## src/rtl/ddr_wr_pkg.sv

```systemverilog
package ddr_wr_pkg;

  typedef enum logic [1:0] {
    ST_IDLE = 2'd0,
    ST_CMD  = 2'd1,
    ST_DATA = 2'd2,
    ST_POST = 2'd3
  } wr_state_e;

  typedef struct packed {
    logic cs_n;
    logic ras_n;
    logic cas_n;
    logic we_n;
  } ddr_cmd_t;

  localparam ddr_cmd_t CMD_NOP   = '{cs_n: 1'b0, ras_n: 1'b1, cas_n: 1'b1, we_n: 1'b1};
  localparam ddr_cmd_t CMD_WRITE = '{cs_n: 1'b0, ras_n: 1'b1, cas_n: 1'b0, we_n: 1'b0};

  // Beat number carried in data cycle `cyc` on the given edge (0 rise, 1 fall).
  function automatic int unsigned beat_of(input int unsigned cyc, input bit fall_edge);
    return 2 * cyc + (fall_edge ? 1 : 0);
  endfunction

  // Number of clock cycles that a burst of `bl` beats occupies.
  function automatic int unsigned data_cycles(input int unsigned bl);
    return bl / 2;
  endfunction

endpackage

```

## src/rtl/ddr_wr_seq.sv

```systemverilog
module ddr_wr_seq
  import ddr_wr_pkg::*;
#(
  parameter int unsigned BL = 4
) (
  input  logic                  clk,
  input  logic                  rst_n,
  input  logic                  req_valid,
  output logic                  req_ready,
  output logic                  accept,
  output wr_state_e             state,
  output logic [$clog2(BL)-1:0] beat_cyc,
  output logic                  last_cyc
);
  localparam int unsigned CYCLES = data_cycles(BL);
  localparam int unsigned CNT_W  = $clog2(BL);
  localparam logic [CNT_W-1:0] LAST = CNT_W'(CYCLES - 1);

  wr_state_e        state_q, state_d;
  logic [CNT_W-1:0] cnt_q, cnt_d;

  assign last_cyc  = (state_q == ST_DATA) && (cnt_q == LAST);
  assign req_ready = (state_q == ST_IDLE) || (state_q == ST_POST) || last_cyc;
  assign accept    = req_valid && req_ready;

  always_comb begin
    state_d = state_q;
    cnt_d   = cnt_q;
    case (state_q)
      ST_IDLE: if (accept) state_d = ST_CMD;
      ST_CMD: begin
        state_d = ST_DATA;
        cnt_d   = '0;
      end
      ST_DATA: begin
        if (cnt_q == LAST) state_d = accept ? ST_CMD : ST_POST;
        else               cnt_d   = cnt_q + 1'b1;
      end
      ST_POST: state_d = accept ? ST_CMD : ST_IDLE;
      default: state_d = ST_IDLE;
    endcase
  end

  always_ff @(posedge clk) begin
    if (!rst_n) begin
      state_q <= ST_IDLE;
      cnt_q   <= '0;
    end else begin
      state_q <= state_d;
      cnt_q   <= cnt_d;
    end
  end

  assign state    = state_q;
  assign beat_cyc = cnt_q;
endmodule

```

## src/rtl/ddr_wr_capture.sv

```systemverilog
module ddr_wr_capture #(
  parameter int unsigned BA_W  = 2,
  parameter int unsigned COL_W = 9,
  parameter int unsigned DQ_W  = 16,
  parameter int unsigned BL    = 4,
  localparam int unsigned LANES = DQ_W / 8
) (
  input  logic                        clk,
  input  logic                        rst_n,
  input  logic                        accept,
  input  logic [BA_W-1:0]             in_bank,
  input  logic [COL_W-1:0]            in_col,
  input  logic                        in_ap,
  input  logic [BL*DQ_W-1:0]          in_data,
  input  logic [BL*LANES-1:0]         in_mask,
  output logic [BA_W-1:0]             bank_q,
  output logic [COL_W-1:0]            col_q,
  output logic                        ap_q,
  output logic [BL-1:0][DQ_W-1:0]     data_q,
  output logic [BL-1:0][LANES-1:0]    mask_q
);
  always_ff @(posedge clk) begin
    if (!rst_n) begin
      bank_q <= '0;
      col_q  <= '0;
      ap_q   <= 1'b0;
    end else if (accept) begin
      bank_q <= in_bank;
      col_q  <= in_col;
      ap_q   <= in_ap;
    end
  end

  for (genvar b = 0; b < BL; b++) begin : g_beat
    always_ff @(posedge clk) begin
      if (!rst_n) begin
        data_q[b] <= '0;
        mask_q[b] <= '0;
      end else if (accept) begin
        data_q[b] <= in_data[b*DQ_W +: DQ_W];
        mask_q[b] <= in_mask[b*LANES +: LANES];
      end
    end
  end
endmodule

```

## src/rtl/ddr_wr_cmd.sv

```systemverilog
module ddr_wr_cmd
  import ddr_wr_pkg::*;
#(
  parameter int unsigned BA_W   = 2,
  parameter int unsigned COL_W  = 9,
  parameter int unsigned ADDR_W = 13,
  parameter int unsigned AP_BIT = 10
) (
  input  wr_state_e          state,
  input  logic [BA_W-1:0]    bank_q,
  input  logic [COL_W-1:0]   col_q,
  input  logic               ap_q,
  output ddr_cmd_t           cmd,
  output logic [ADDR_W-1:0]  addr,
  output logic [BA_W-1:0]    ba
);
  logic issue;
  assign issue = (state == ST_CMD);

  always_comb begin
    cmd  = CMD_NOP;
    addr = '0;
    ba   = '0;
    if (issue) begin
      cmd               = CMD_WRITE;
      addr[COL_W-1:0]   = col_q;
      addr[AP_BIT]      = ap_q;
      ba                = bank_q;
    end
  end
endmodule

```

## src/rtl/ddr_wr_lanes.sv

```systemverilog
module ddr_wr_lanes
  import ddr_wr_pkg::*;
#(
  parameter int unsigned DQ_W = 16,
  parameter int unsigned BL   = 4,
  localparam int unsigned LANES = DQ_W / 8,
  localparam int unsigned IDX_W = $clog2(BL)
) (
  input  wr_state_e                 state,
  input  logic [IDX_W-1:0]          beat_cyc,
  input  logic [BL-1:0][DQ_W-1:0]   data_q,
  input  logic [BL-1:0][LANES-1:0]  mask_q,
  output logic [DQ_W-1:0]           dq_rise,
  output logic [DQ_W-1:0]           dq_fall,
  output logic [LANES-1:0]          dm_rise,
  output logic [LANES-1:0]          dm_fall,
  output logic                      dq_oe,
  output logic                      dqs_rise,
  output logic                      dqs_fall,
  output logic                      dqs_oe
);
  logic [IDX_W-1:0] rise_idx, fall_idx;
  assign rise_idx = IDX_W'(beat_of(int'(beat_cyc), 1'b0));
  assign fall_idx = IDX_W'(beat_of(int'(beat_cyc), 1'b1));

  always_comb begin
    dq_rise  = '0;
    dq_fall  = '0;
    dm_rise  = '0;
    dm_fall  = '0;
    dq_oe    = 1'b0;
    dqs_rise = 1'b0;
    dqs_fall = 1'b0;
    dqs_oe   = 1'b0;
    case (state)
      ST_CMD:  dqs_oe = 1'b1;
      ST_DATA: begin
        dqs_oe   = 1'b1;
        dqs_rise = 1'b1;
        dq_oe    = 1'b1;
        dq_rise  = data_q[rise_idx];
        dq_fall  = data_q[fall_idx];
        dm_rise  = mask_q[rise_idx];
        dm_fall  = mask_q[fall_idx];
      end
      ST_POST: dqs_oe = 1'b1;
      default: ;
    endcase
  end
endmodule

```

## src/rtl/ddr_wr_burst.sv

```systemverilog
module ddr_wr_burst
  import ddr_wr_pkg::*;
#(
  parameter int unsigned BA_W   = 2,
  parameter int unsigned COL_W  = 9,
  parameter int unsigned ADDR_W = 13,
  parameter int unsigned AP_BIT = 10,
  parameter int unsigned DQ_W   = 16,
  parameter int unsigned BL     = 4,
  localparam int unsigned LANES = DQ_W / 8
) (
  input  logic                     clk,
  input  logic                     rst_n,
  input  logic                     req_valid,
  output logic                     req_ready,
  input  logic [BA_W-1:0]          req_bank,
  input  logic [COL_W-1:0]         req_col,
  input  logic                     req_ap,
  input  logic [BL*DQ_W-1:0]       req_data,
  input  logic [BL*LANES-1:0]      req_mask,
  output logic                     mem_cs_n,
  output logic                     mem_ras_n,
  output logic                     mem_cas_n,
  output logic                     mem_we_n,
  output logic [ADDR_W-1:0]        mem_addr,
  output logic [BA_W-1:0]          mem_ba,
  output logic [DQ_W-1:0]          dq_rise,
  output logic [DQ_W-1:0]          dq_fall,
  output logic                     dq_oe,
  output logic [LANES-1:0]         dm_rise,
  output logic [LANES-1:0]         dm_fall,
  output logic                     dqs_rise,
  output logic                     dqs_fall,
  output logic                     dqs_oe
);
  localparam int unsigned IDX_W = $clog2(BL);

  // Internal events brought out by name for the checker.
  logic                     accept;
  logic                     last_cyc;
  wr_state_e                state;
  logic [IDX_W-1:0]         beat_cyc;
  logic [BA_W-1:0]          bank_q;
  logic [COL_W-1:0]         col_q;
  logic                     ap_q;
  logic [BL-1:0][DQ_W-1:0]  data_q;
  logic [BL-1:0][LANES-1:0] mask_q;
  ddr_cmd_t                 cmd;

  ddr_wr_seq #(.BL(BL)) u_seq (
    .clk(clk), .rst_n(rst_n), .req_valid(req_valid), .req_ready(req_ready),
    .accept(accept), .state(state), .beat_cyc(beat_cyc), .last_cyc(last_cyc)
  );

  ddr_wr_capture #(.BA_W(BA_W), .COL_W(COL_W), .DQ_W(DQ_W), .BL(BL)) u_cap (
    .clk(clk), .rst_n(rst_n), .accept(accept),
    .in_bank(req_bank), .in_col(req_col), .in_ap(req_ap),
    .in_data(req_data), .in_mask(req_mask),
    .bank_q(bank_q), .col_q(col_q), .ap_q(ap_q), .data_q(data_q), .mask_q(mask_q)
  );

  ddr_wr_cmd #(.BA_W(BA_W), .COL_W(COL_W), .ADDR_W(ADDR_W), .AP_BIT(AP_BIT)) u_cmd (
    .state(state), .bank_q(bank_q), .col_q(col_q), .ap_q(ap_q),
    .cmd(cmd), .addr(mem_addr), .ba(mem_ba)
  );

  ddr_wr_lanes #(.DQ_W(DQ_W), .BL(BL)) u_lanes (
    .state(state), .beat_cyc(beat_cyc), .data_q(data_q), .mask_q(mask_q),
    .dq_rise(dq_rise), .dq_fall(dq_fall), .dm_rise(dm_rise), .dm_fall(dm_fall),
    .dq_oe(dq_oe), .dqs_rise(dqs_rise), .dqs_fall(dqs_fall), .dqs_oe(dqs_oe)
  );

  assign mem_cs_n  = cmd.cs_n;
  assign mem_ras_n = cmd.ras_n;
  assign mem_cas_n = cmd.cas_n;
  assign mem_we_n  = cmd.we_n;
endmodule

```

## config.mk

```make
export PLATFORM = sky130hd
export DESIGN_NAME = ddr_wr_burst
export DESIGN_NICKNAME = d
export VERILOG_FILES = /design/src/rtl/ddr_wr_pkg.sv /design/src/rtl/ddr_wr_seq.sv /design/src/rtl/ddr_wr_capture.sv /design/src/rtl/ddr_wr_cmd.sv /design/src/rtl/ddr_wr_lanes.sv /design/src/rtl/ddr_wr_burst.sv
export SDC_FILE = /design/constraint.sdc
export NUM_CORES = 1
export LEC_CHECK = 0
export BUFFER_PORTS_ARGS = -buffer_cell sky130_fd_sc_hd__buf_2
export CORE_MARGIN = 1
export CORE_UTILIZATION = 33
export CTS_BUF_LIST = sky130_fd_sc_hd__clkbuf_2
export CTS_CLUSTER_SIZE = 20
export DETAILED_ROUTE_END_ITERATION = 6
export GPL_ROUTABILITY_DRIVEN = 0
export PLACE_DENSITY = 0.62
export SETUP_SLACK_MARGIN = 0.3
export SLEW_MARGIN = 20
export SYNTH_ARGS = -nofsm -noshare
export SYNTH_HDL_FRONTEND = slang
export SYNTH_HIERARCHICAL = 1
export SYNTH_SLANG_ARGS = --single-unit
```

## constraint.sdc

```tcl
create_clock -name clk -period 2.1 [get_ports clk]
set_input_delay 0.105 -clock clk [delete_from_list [all_inputs] [get_ports clk]]
set_output_delay 0.105 -clock clk [all_outputs]
set_load 0.05 [all_outputs]
```

# == Word-level counts from Yosys, hierarchy flattened ==
# Cells that the tools add are included.
# W data, S select, Z words.
# totals
reg_bits,88
ram_bits,0
romBits,0
memories,0
word_cells,58
output_inout_bits,60
inputBits,87
latchBits,0
# classes
order_cmp,2
add_sub_neg,2
n_div,0
shift,0
reduce_logical,9
eq_ne,7
muxes,25
multipliers,0
n_bitwise,0
# ops
cell,n
$mux W16,5
$bmux W16 S2,1
$mux W2,11
$mux W9,1
$pmux W2 S4,1
$lt A2 B3 Y1 const B,2
$add A2 B1 Y2 const B,2
$bmux W2 S2,1
$eq A2 B1 Y1 const B,2
$eq A2 B2 Y1 const B,2
$mux W1,4
$ne A2 B2 Y1 const B,2
$pmux W2 S2,1
$reduce_and A2 Y1,2
$reduce_or A3 Y1,1
$logic_and A1 B1 Y1,2
$logic_not A2 Y1,1
$logic_or A1 B1 Y1,2
$ne A2 B1 Y1 const B,1
$reduce_bool A2 Y1,1

# == Longest topological paths before layout ==
# Gate-level depths: netlist of the first run.
# logic_depth
word_depth,7
depth_mapped,9
mapped_depth_nobuf,6

# == Modules after synthesis ==
# Netlist of the first run, hierarchy kept.
# modules_own_cells
module,n_inst,seq_area_each_um2,cells_each,area_per_inst_um2
ddr_wr_capture,1,1681.6,271,3245.6
ddr_wr_lanes,1,0.0,86,635.6
ddr_wr_seq,1,80.1,34,315.3
ddr_wr_cmd,1,0.0,23,181.4

# == Least setup slack after synthesis of the first run ==
# Ideal clock, no wire load.
# synth_path
path_type,flip-flop to flip-flop
start,register u_seq.state_q[1] (netlist: u_seq/state[1])
end,register u_cap.bank_q[0]
synth_period_minus_slack_ns,2.143
setup_ns,0.116
required_time_ns,1.984
path_stages_with_launch,10
n_path_buf,3
t_arrival_ns,2.027
setup_slack_ns,-0.043
path_cell_list,dfxtp_1 inv_1 ha_1 a21bo_2 and2_1 buf_4 buf_12 buf_12 mux2i_1 nor2b_1
# synth_via
elab_chain_len,4
elab_cells_between_ends,7
cone_classes,eq/ne (2); reduce/logical (5)
# synth_lines
element,line,rtl
start: declaration,ddr_wr_seq.sv:19,"wr_state_e state_q, state_d;"
start signal: assignment,ddr_wr_seq.sv:49,state_q <= state_d;
$eq A2 B2 Y1 (tied with other cells),ddr_wr_seq.sv:23,assign req_ready = (state_q == ST_IDLE) || (state_q == ST_POST) || last_cyc;
$logic_or A1 B1 Y1 or $logic_and A1 B1 Y1 (tied branches),"ddr_wr_seq.sv:23, ddr_wr_seq.sv:22",
$logic_or A1 B1 Y1 (*),ddr_wr_seq.sv:23,
named net req_ready,ddr_wr_burst.sv:15,"output logic req_ready,"
$logic_and A1 B1 Y1 (*),ddr_wr_seq.sv:24,assign accept = req_valid && req_ready;
named net accept,ddr_wr_burst.sv:39,logic accept;
end signal: assignment,ddr_wr_capture.sv:28,bank_q <= in_bank;
end: declaration,ddr_wr_capture.sv:16,"output logic [BA_W-1:0] bank_q,"
# Mark *: on every way through the listed nets, which the timed path passes. The rest lies on a longest branch.
# A chain may end at the register's enable or synchronous reset.

# == Final worst setup path of the first run ==
# layout_path
start,register u_seq.cnt_q[0] (netlist: u_seq/beat_cyc[0])
end,output dm_rise[0]
# layout_via
elab_chain_len,3
# layout_lines
element,line,rtl
start: declaration,ddr_wr_seq.sv:20,"logic [CNT_W-1:0] cnt_q, cnt_d;"
start signal: assignment,ddr_wr_seq.sv:50,cnt_q <= cnt_d;
$mux W2 (not written as such) (2 in series),ddr_wr_lanes.sv:43,dm_rise = mask_q[rise_idx];
$mux W2,ddr_wr_lanes.sv:35,case (state)
end: declaration,ddr_wr_burst.sv:30,"output logic [LANES-1:0] dm_rise,"
# No other way between the ends. The select of a mux whose other input is x is not followed.

==> run summary, run 1 <==
outcome = completed
highest net fanout along the worst path = 5
crit path from = u_seq/beat_cyc[0]
Worst-Skew Late Latency = 0.58 ns
Max-Slew Margin vs Limit = 0.583
CTS Buf Count = 9
htree depth = 3
minimum clock period = 1.87 ns
RSZ-0062 raised after global routing = yes
CTS tree = done
Flop pwr share = 0.304
static leakage = 2.99 nW
post-route ant nets = 0
Hold Crit Class = in2reg
average wire per cell in the routed design = 16.5 µm
max-capacitance violation count = 0
final wirelength = 13800 µm
Worst-path clk slew = 0.24 ns
Chip Height = 117 µm
clk root buf = clkbuf_2
Yosys warnings = 6
critical path capture point type = output pin
async set-reset flop share out of synthesis = 0
met3 GRT Util = 0.0386
RR Endpoint = u_cap/mask_q[4]
CTS max path bufs = 2
Worst Skew = 0.0229 ns
Pwr Density = 1060 nW/µm²
worst hold slack = 0.281 ns
drc violations = 0
Fmax = 536 MHz
switch share = 0.390
Netlist Area Pre-Place = 4380 µm²
Detailed Place HPWL = 6540 µm
fin crit share = 0.889
top_reg_cell synth = dfxtp_1
met2 Track Usage GR = 0.326
Final nets = 756
met1 Usage GRT = 0.219
global routing's busiest layer = met2
IO buf count = 140
Synth Instances = 414
Crit Path Category = reg2out
Syn-to-layout area delta = 64.2%
Yosys reg bits = 88
Die Width = 117 µm
synth cell count leaders = 120 x mux2i_1, 88 x dfxtp_1, 85 x nor2b_1, 38 x nor2_1, 13 x buf_4
VDD IR-drop max = 0.668 mV
drt via density = 4.53
Synth area leaders = dfxtp_1 40%, mux2i_1 27%, nor2b_1 12%
Vias = 3803
total grt overflow = 0
final setup violation count = 0
reg2reg start = u_seq/state[1]
Initial Utilization = 0.343
Final Hold Fails = 0
worst reg-to-reg path cell count = 8
core area = 12800 µm²
most frequent cell after synthesis = mux2i_1
I/O pins = 147
layout cells sized above 1 = 0.362
Worst Max-Slew Pin Slew = 0.626 ns
Pint = 4.63 mW
global-route wire length before repair = 18700 µm
router iterations before antenna repair = 4
vias in the first global route = 3800
Worst setup SP type = flop
reg2reg setup slack = 0.25 ns
Clock power frac = 0.112
initial antenna violation count = 0
First DRT Iteration DRCs = 87
crit path to = dm_rise[0]
CTS Sinks = 88
Setup TNS Final = 0 ns
P_sw = 2.96 mW
Mean Syn Cell Area = 10.6 µm²
Post-synth EDFFs = 0
die area = 13700 µm²
Synth top area share = 0.402
Critical Path AT = 1.76 ns
GRT Total Usage = 0.186
FP Rows = 41
Data required, critical path = 2.00 ns
Yosys top cell by area = dfxtp_1
ant diodes = 0
Yosys cell types = 30
largest net degree at the start of global routing = 40
Slew Viols, Final = 0
Logic pwr share = 0.584
Util after Layout = 0.563
Seq/Total Area, Yosys = 0.402
==> worst max-delay path, cell delays in order, from the launching register on <==
cell	delay, ns
dfxtp_4	0.41
buf_12	0.14
clkbuf_16	0.17
mux2i_4	0.19
nor2_4	0.13
buf_8	0.16
==> power groups by stage <==
stage	registers (mW)	logic (mW)	clock network (mW)
3_5_place_dp	2.33	2.71	0
5_1_grt	2.35	4.69	0.952
4_1_cts	2.30	3.58	0.886
2_1_floorplan	2.24	2.53	0
3_3_place_gp	2.31	2.64	0
6_report	2.31	4.43	0.851
==> how the worst min path moves through the flow <==
stage / cells after the start / start / to / slack [ns]
3_3_place_gp: 3 / req_data[48] / u_cap/data_q[48] / 0.36
3_5_place_dp: 3 / req_data[18] / u_cap/data_q[18] / 0.37
2_1_floorplan: 1 / rst_n / u_seq/state[1] / 0.24
5_1_grt: 4 / req_data[24] / u_cap/data_q[24] / 0.26
4_1_cts: 4 / req_col[0] / u_cap/col_q[0] / 0.23
6_report: 4 / req_data[18] / u_cap/data_q[18] / 0.28
==> cell type report <==
cell class	count	area [µm²]
Fill cell	1089	5580
Timing Repair Buffer	269	2600
Multi-Input combinational cell	290	2470
Sequential cell	88	1770
Tap cell	172	215
Clock inverter	7	62.6
Clock buffer	9	45.0
Inverter	5	23.8
==> cells in the final DEF, fill, tap and decap left out, types with 3 or more instances in the layout <==
| cell type | n |
|---|---|
| buf_2 | 89 |
| ha_1 | 3 |
| nor2_4 | 5 |
| dfxtp_4 | 3 |
| clkbuf_16 | 9 |
| mux2i_1 | 105 |
| clkbuf_4 | 5 |
| buf_4 | 18 |
| buf_12 | 8 |
| clkbuf_2 | 9 |
| and3b_1 | 10 |
| buf_6 | 41 |
| nor2_2 | 5 |
| nor2b_1 | 85 |
| nor2_1 | 28 |
| conb_1 | 6 |
| nand2b_4 | 4 |
| buf_16 | 6 |
| buf_8 | 7 |
| inv_1 | 3 |
| o21ai_0 | 3 |
| dfxtp_1 | 85 |
| dlygate4sd3_1 | 86 |
| mux2i_2 | 8 |
| mux2i_4 | 7 |
==> registers in the layout, summed over array words and instances, names as in the netlist <==
signal and count:
u_cap/data_q 64, u_cap/col_q 9, u_cap/mask_q 8, u_cap/bank_q 2
u_cap/ap_q 1, u_seq/state 2, u_seq/beat_cyc 2
==> cells by family (layout without fill, tap and decap cells) <==
group           count (synthesis)  count (layout)  share of synthesized area
compound gates                  9               9                     0.0160
fa+ha+maj                       6               6                     0.0171
buf+inv                        42             290                     0.0889
flops                          88              88                      0.402
mux                           120             120                      0.274
other cells                     3               6                    0.00257
simple gates                  146             149                      0.199
==> through the flow <==
step | setup WS, ns | power, mW | instance area, µm² | cells
4_1_cts | 0.170 | 6.77 | 6520 | 824
6_report | 0.233 | 7.59 | 7190 | 840
3_5_place_dp | 0.227 | 5.04 | 5060 | 699
3_3_place_gp | 0.292 | 4.95 | 5060 | 699
5_1_grt | 0.135 | 7.99 | 7190 | 840
2_1_floorplan | 0.281 | 4.77 | 4430 | 417
==> routing by layer <==
metal	wire length, µm	vias up
met5	0	-
met1	6200	1808
met3	502	19
li1	-	1871
met2	6870	105
met4	249	0
==> what timing repair did <==
item | CTS | global route
pin swaps | 1 | 4
endpoints found under the hold margin | 86 | 0
endpoints found under the setup margin | 118 | 130
gates cloned | 9 | 10
hold buffers | 86 | 0
buffers inserted | 14 | 6
resized for setup | 70 | 104
Power figures use the tool's default switching activity.
==> run 2, diff against run 1 <==
CELL_PAD_IN_SITES_DETAIL_PLACEMENT = 0   (was not set)
CELL_PAD_IN_SITES_GLOBAL_PLACEMENT = 1   (was not set)
PLACE_DENSITY = 0.77   (was 0.62)
==> run 2 against run 1 <==
Die area is the same. Worst hold slack better by 0.0016 ns. Maximum frequency shrank 2.1%. Cell area is 4.1% lower. Largest power group unchanged.
==> run summary, run 2 (synthesized netlist as in run 1, its figures left out) <==
total grt overflow = 0 (unchanged)
Worst-Skew Late Latency = 0.59 ns (was 0.58 ns)
hold path startpoint = req_col[7] (was req_data[18])
outcome = completed (unchanged)
Crit Path Category = reg2out (unchanged)
GRT Total Usage = 0.173 (was 0.186)
fin crit share = 0.908 (was 0.889)
commonest non-fill, non-tap cell in the layout = mux2i_1 (unchanged)
Final Hold Fails = 0 (unchanged)
CTS tree = done (unchanged)
worst reg-to-reg path cell count = 8 (unchanged)
FP Rows = 41 (unchanged)
highest net fanout along the worst path = 8 (was 5)
router iterations before antenna repair = 4 (unchanged)
CTS Sinks = 88 (unchanged)
htree depth = 3 (unchanged)
initial antenna violation count = 0 (unchanged)
registers with the most flip-flops = u_cap/data_q x64, u_cap/col_q x9, u_cap/mask_q x8 (unchanged)
max-capacitance violation count = 0 (unchanged)
Final nets = 748 (was 756)
RSZ-0062 raised after global routing = yes (unchanged)
die area = 13700 µm² (unchanged)
layout cells sized above 1 = 0.344 (was 0.362)
RR Endpoint = u_cap/data_q[22] (was u_cap/mask_q[4])
final wirelength = 13200 µm (was 13800 µm)
worst hold slack = 0.283 ns (was 0.281 ns)
CTS Buf Count = 9 (unchanged)
Syn-to-layout area delta = 57.4% (was 64.2%)
ant diodes = 0 (unchanged)
post-route ant nets = 0 (unchanged)
drt via density = 4.49 (was 4.53)
reg2reg setup slack = 0.28 ns (was 0.25 ns)
global-route wire length before repair = 17600 µm (was 18700 µm)
average wire per cell in the routed design = 15.8 µm (was 16.5 µm)
Critical Path AT = 1.80 ns (was 1.76 ns)
crit path to = dq_rise[13] (was dm_rise[0])
Die Width = 117 µm (unchanged)
Worst Skew = 0.0256 ns (was 0.0229 ns)
VDD IR-drop max = 0.763 mV (was 0.668 mV)
largest net degree at the start of global routing = 36 (was 40)
core area = 12800 µm² (unchanged)
Worst-path clk slew = 0.24 ns (about the same)
critical path capture point type = output pin (unchanged)
Slew Viols, Final = 0 (unchanged)
fill cell total of the finished layout = 1129 (was 1089)
vias in the first global route = 3605 (was 3800)
number of flip-flops in the largest register = 64 (unchanged)
Vias = 3739 (was 3803)
Setup TNS Final = 0 ns (unchanged)
IO buf count = 140 (unchanged)
crit path from = u_seq/beat_cyc[0] (unchanged)
static leakage = 2.91 nW (was 2.99 nW)
Initial Utilization = 0.343 (unchanged)
pre-CTS setup slack = 0.245 ns (was 0.227 ns)
First DRT Iteration DRCs = 77 (was 87)
Pwr Density = 1070 nW/µm² (was 1060 nW/µm²)
I/O pins = 147 (unchanged)
Hold Crit Class = in2reg (unchanged)
final setup violation count = 0 (unchanged)
Fmax = 524 MHz (was 536 MHz)
drc violations = 0 (unchanged)
Most flops, register = u_cap/data_q (unchanged)
minimum clock period = 1.91 ns (was 1.87 ns)
Setup WS post-layout = 0.193 ns (was 0.233 ns)
Worst setup SP type = flop (unchanged)
most frequent cells in the layout = 113 x mux2i_1, 91 x buf_2, 86 x dlygate4sd3_1, 85 x nor2b_1, 85 x dfxtp_1 (was 105 x mux2i_1, 89 x buf_2, 86 x dlygate4sd3_1, 85 x nor2b_1, 85 x dfxtp_1)
Data required, critical path = 2.00 ns (about the same)
Detailed Place HPWL = 6260 µm (was 6540 µm)
reg2reg start = u_seq/state[1] (unchanged)
clk root buf = clkbuf_2 (unchanged)
CTS max path bufs = 2 (unchanged)
Chip Height = 117 µm (unchanged)
-- run 2: cell types whose count changed in the layout (fill, tap and decap cells not counted), sizes merged --
cell    previous run  this run
clkinv             4         2
bufinv             1         2
buf              169       155
clkbuf            23        30
-- run 2: critical path, cell delays in order, from the launching register on --
cell and delay [ns]:
dfxtp_4 0.51, clkbuf_16 0.21, mux2i_1 0.23, nor2_1 0.09, buf_6 0.16
-- run 2: metal layers --
layer	vias to the layer above	GRT usage	wire, µm
met5	-	0	0
met4	0	0.0734	200
met3	13	0.0366	495
met2	112	0.300	6400
met1	1764	0.206	6080
li1	1850	-	-
-- run 2: per-stage QoR --
step | utilization | total power [mW] | instance area (µm²) | cells
3_3_place_gp | 0.394 | 4.90 | 5030 | 697
4_1_cts | 0.501 | 6.66 | 6400 | 814
5_1_grt | 0.540 | 7.74 | 6890 | 832
2_1_floorplan | - | 4.77 | 4430 | 417
3_5_place_dp | 0.394 | 4.97 | 5030 | 697
6_report | 0.540 | 7.34 | 6890 | 832
-- run 2: area by class of cell --
| cell class | instances | area, µm² | area share |
|---|---|---|---|
| sequential | 88 | 1770 | 0.257 |
| multi-input combinational | 290 | 2380 | 0.345 |
| clock inverter | 6 | 83.8 | 0.0122 |
| timing repair buffer | 261 | 2360 | 0.343 |
| tap | 172 | 215 | 0.0312 |
| clock buffer | 10 | 50.0 | 0.00726 |
| inverter | 5 | 26.3 | 0.00381 |
-- run 2: timing repair --
action / CTS / global route
hold endpoints to repair: 88 / 0
gates resized for setup: 66 / 68
pin swaps: 1 / 5
cloned: 6 / 12
setup endpoints to repair: 94 / 137
buffers inserted: 9 / 6
hold buffers: 86 / 0
-- run 2: how the worst min path moves through the flow --
stage          cells after the start  slack, ns          endpoint
2_1_floorplan                      1       0.24    u_seq/state[1]
3_3_place_gp                       3       0.36   u_cap/mask_q[3]
3_5_place_dp                       3       0.37    u_cap/col_q[7]
4_1_cts                            4       0.22   u_cap/mask_q[1]
5_1_grt                            4       0.24  u_cap/data_q[28]
6_report                           4       0.28    u_cap/col_q[7]
-- run 2: where the power goes --
part,switching (mW),leakage (nW),internal (mW)
clock network,0.602,0.0756,0.391
logic,1.99,2.11,2.05
registers,0.261,0.725,2.05
total,2.85,2.91,4.49
==> run 3, diff against run 2 <==
CAP_MARGIN = 0   (was not set)
clock period = 2.2 ns   (was 2.1 ns; I/O delays follow)
==> run 3 against run 2 <==
Non-clock buffer count fell by 11. Sequential share of layout area rose by 1.7 points. Global-route usage fell by 0.44 points. Clock skew rose by 0.0029 ns. Clock-buffer cell count rose by 3. Critical path depth rose by 4. Wire length fell by 8.7%. Register-to-register slack improved by 0.05 ns. Utilization fell by 3.4 points.
==> run summary, run 3 (synthesized netlist as in run 1, its figures left out) <==
post-route ant nets = 0 (unchanged)
number of flip-flops in the largest register = 64 (unchanged)
Worst-path clk slew = 0.22 ns (was 0.24 ns)
Detailed Place HPWL = 6280 µm (was 6260 µm)
Die Width = 117 µm (unchanged)
CTS Sinks = 88 (unchanged)
Pint = 3.77 mW (was 4.49 mW)
most frequent cells in the layout = 118 x mux2i_1, 96 x buf_2, 85 x dlygate4sd3_1, 85 x nor2b_1, 85 x dfxtp_1 (was 113 x mux2i_1, 91 x buf_2, 86 x dlygate4sd3_1, 85 x nor2b_1, 85 x dfxtp_1)
CTS max path bufs = 2 (unchanged)
Data required, critical path = 2.67 ns (was 2.00 ns)
FP Rows = 41 (unchanged)
largest net degree at the start of global routing = 89 (was 36)
final wirelength = 12000 µm (was 13200 µm)
drc violations = 0 (unchanged)
Worst Max-Slew Pin Slew = 0.714 ns
vias in the first global route = 3590 (was 3605)
Max-Slew Margin vs Limit = 0.524
reg2reg start = u_seq/state[0] (was u_seq/state[1])
total grt overflow = 0 (unchanged)
core area = 12800 µm² (unchanged)
highest net fanout along the worst path = 12 (was 8)
htree depth = 3 (unchanged)
Setup WS post-layout = 0.327 ns (was 0.193 ns)
Most flops, register = u_cap/data_q (unchanged)
switch share = 0.396 (was 0.388)
non-filler instance count after layout = 820 (was 832)
hold path depth = 3 (was 4)
Slew Viols, Final = 0 (unchanged)
Final nets = 736 (was 748)
router iterations before antenna repair = 4 (unchanged)
fin crit share = 0.851
registers with the most flip-flops = u_cap/data_q x64, u_cap/col_q x9, u_cap/mask_q x8 (unchanged)
layout cells sized above 1 = 0.312 (was 0.344)
VDD IR-drop max = 0.821 mV (was 0.763 mV)
RSZ-0062 raised after global routing = yes (unchanged)
initial antenna violation count = 1 (was 0)
worst reg-to-reg path cell count = 8 (unchanged)
CTS tree = done (unchanged)
hold path startpoint = rst_n (was req_col[7])
final setup violation count = 0 (unchanged)
GRT Total Usage = 0.168 (was 0.173)
Pwr Total = 6.25 mW (was 7.34 mW)
Flop pwr share = 0.348 (was 0.314)
Worst Skew = 0.0285 ns (was 0.0256 ns)
clk root buf = clkbuf_2 (unchanged)
hold-critical path endpoint = u_seq/state[0] (was u_cap/col_q[7])
Crit Path Category = reg2reg (was reg2out)
pre-CTS setup slack = 0.214 ns (was 0.245 ns)
Vias = 3639 (was 3739)
drt via density = 4.44 (was 4.49)
reg2reg setup slack = 0.33 ns (was 0.28 ns)
static leakage = 2.77 nW (was 2.91 nW)
Worst setup SP type = flop (unchanged)
RR Endpoint = u_cap/data_q[2] (was u_cap/data_q[22])
commonest non-fill, non-tap cell in the layout = mux2i_1 (unchanged)
First DRT Iteration DRCs = 157 (was 77)
Setup TNS Final = 0 ns (unchanged)
Clock power frac = 0.107 (was 0.135)
Critical Path AT = 2.35 ns (was 1.80 ns)
I/O pins = 147 (unchanged)
crit path from = u_seq/state[0] (was u_seq/beat_cyc[0])
average wire per cell in the routed design = 14.7 µm (was 15.8 µm)
Chip Height = 117 µm (unchanged)
die area = 13700 µm² (unchanged)
Initial Utilization = 0.343 (unchanged)
Logic pwr share = 0.545 (was 0.551)
critical path capture point type = flop (was output pin)
CTS Buf Count = 9 (unchanged)
P_sw = 2.47 mW (was 2.85 mW)
Hold Crit Class = in2reg (unchanged)
max-capacitance violation count = 0 (unchanged)
Fmax = 534 MHz
minimum clock period = 1.87 ns
placed insts = 698 (was 697)
Final Hold Fails = 0 (unchanged)
Syn-to-layout area delta = 47.6% (was 57.4%)
global-route wire length before repair = 17200 µm (was 17600 µm)
Worst-Skew Late Latency = 0.58 ns (was 0.59 ns)
Pwr Density = 967 nW/µm² (was 1070 nW/µm²)
IO buf count = 140 (unchanged)
outcome = completed (unchanged)
-- run 3: cell count changes in the layout (fill, tap and decap cells not counted), sizes merged --
cell,previous run,this run
bufinv,2,0
buf,155,160
diode,0,1
dlygate4sd3,86,85
clkinvlp,2,0
nand2b,5,4
clkbuf,30,18
-- run 3: final cells by class --
type	instances	area, µm²
Multi-Input combinational cell	289	2300
Antenna cell	1	2.50
Tap cell	172	215
Clock buffer	13	65.1
Timing Repair Buffer	250	2070
Inverter	5	23.8
Fill cell	1178	6310
Clock inverter	2	8.76
Sequential cell	88	1770
-- run 3: timing repair --
item                                    CTS  global route
hold buffers                             85             0
hold endpoints to repair                 86             0
gates resized for setup                  53            27
gates cloned                              3             4
endpoints found under the setup margin  119            77
buffers inserted                          9             5
-- run 3: worst max-delay path by stage --
stage	to	slack, ns	depth (start not counted)
after floorplan	u_cap/bank_q[0]	0.31	9
after global placement	u_cap/col_q[8]	0.29	7
after detailed placement	u_cap/data_q[58]	0.21	7
after CTS	dm_rise[0]	0.26	3
after global routing	dq_fall[8]	0.19	4
final	u_cap/data_q[2]	0.33	8
-- run 3: per-layer routing --
layer	up-vias	wire, µm	track usage
li1	1821	-	-
met1	1704	5370	0.198
met2	107	5960	0.295
met3	7	597	0.0525
met4	0	98	0.0456
met5	-	0	0
-- run 3: power groups by stage --
stage,Combinational (mW),Clock [mW],Sequential (mW)
after detailed placement,2.54,0,2.21
after floorplan,2.39,0,2.13
after global routing,3.64,0.773,2.22
after global placement,2.49,0,2.20
after CTS,3.08,0.721,2.17
final,3.41,0.669,2.17
-- run 3: through the flow --
step	cell area [µm²]	utilization	hold WS, ns
2_1_floorplan	4400	-	0.241
3_3_place_gp	5020	0.393	0.366
3_5_place_dp	5020	0.393	0.372
4_1_cts	6240	0.489	0.132
5_1_grt	6460	0.506	0.162
6_report	6460	0.506	0.182
-- run 3: worst max-delay path, stage by stage, from the launching register on --
cell and delay (ns):
dfxtp_4 0.47, inv_4 0.06, ha_4 0.25, a21bo_4 0.23
and2_4 0.19, buf_12 0.15, clkbuf_16 0.18, mux2i_1 0.16
nor2b_1 0.07
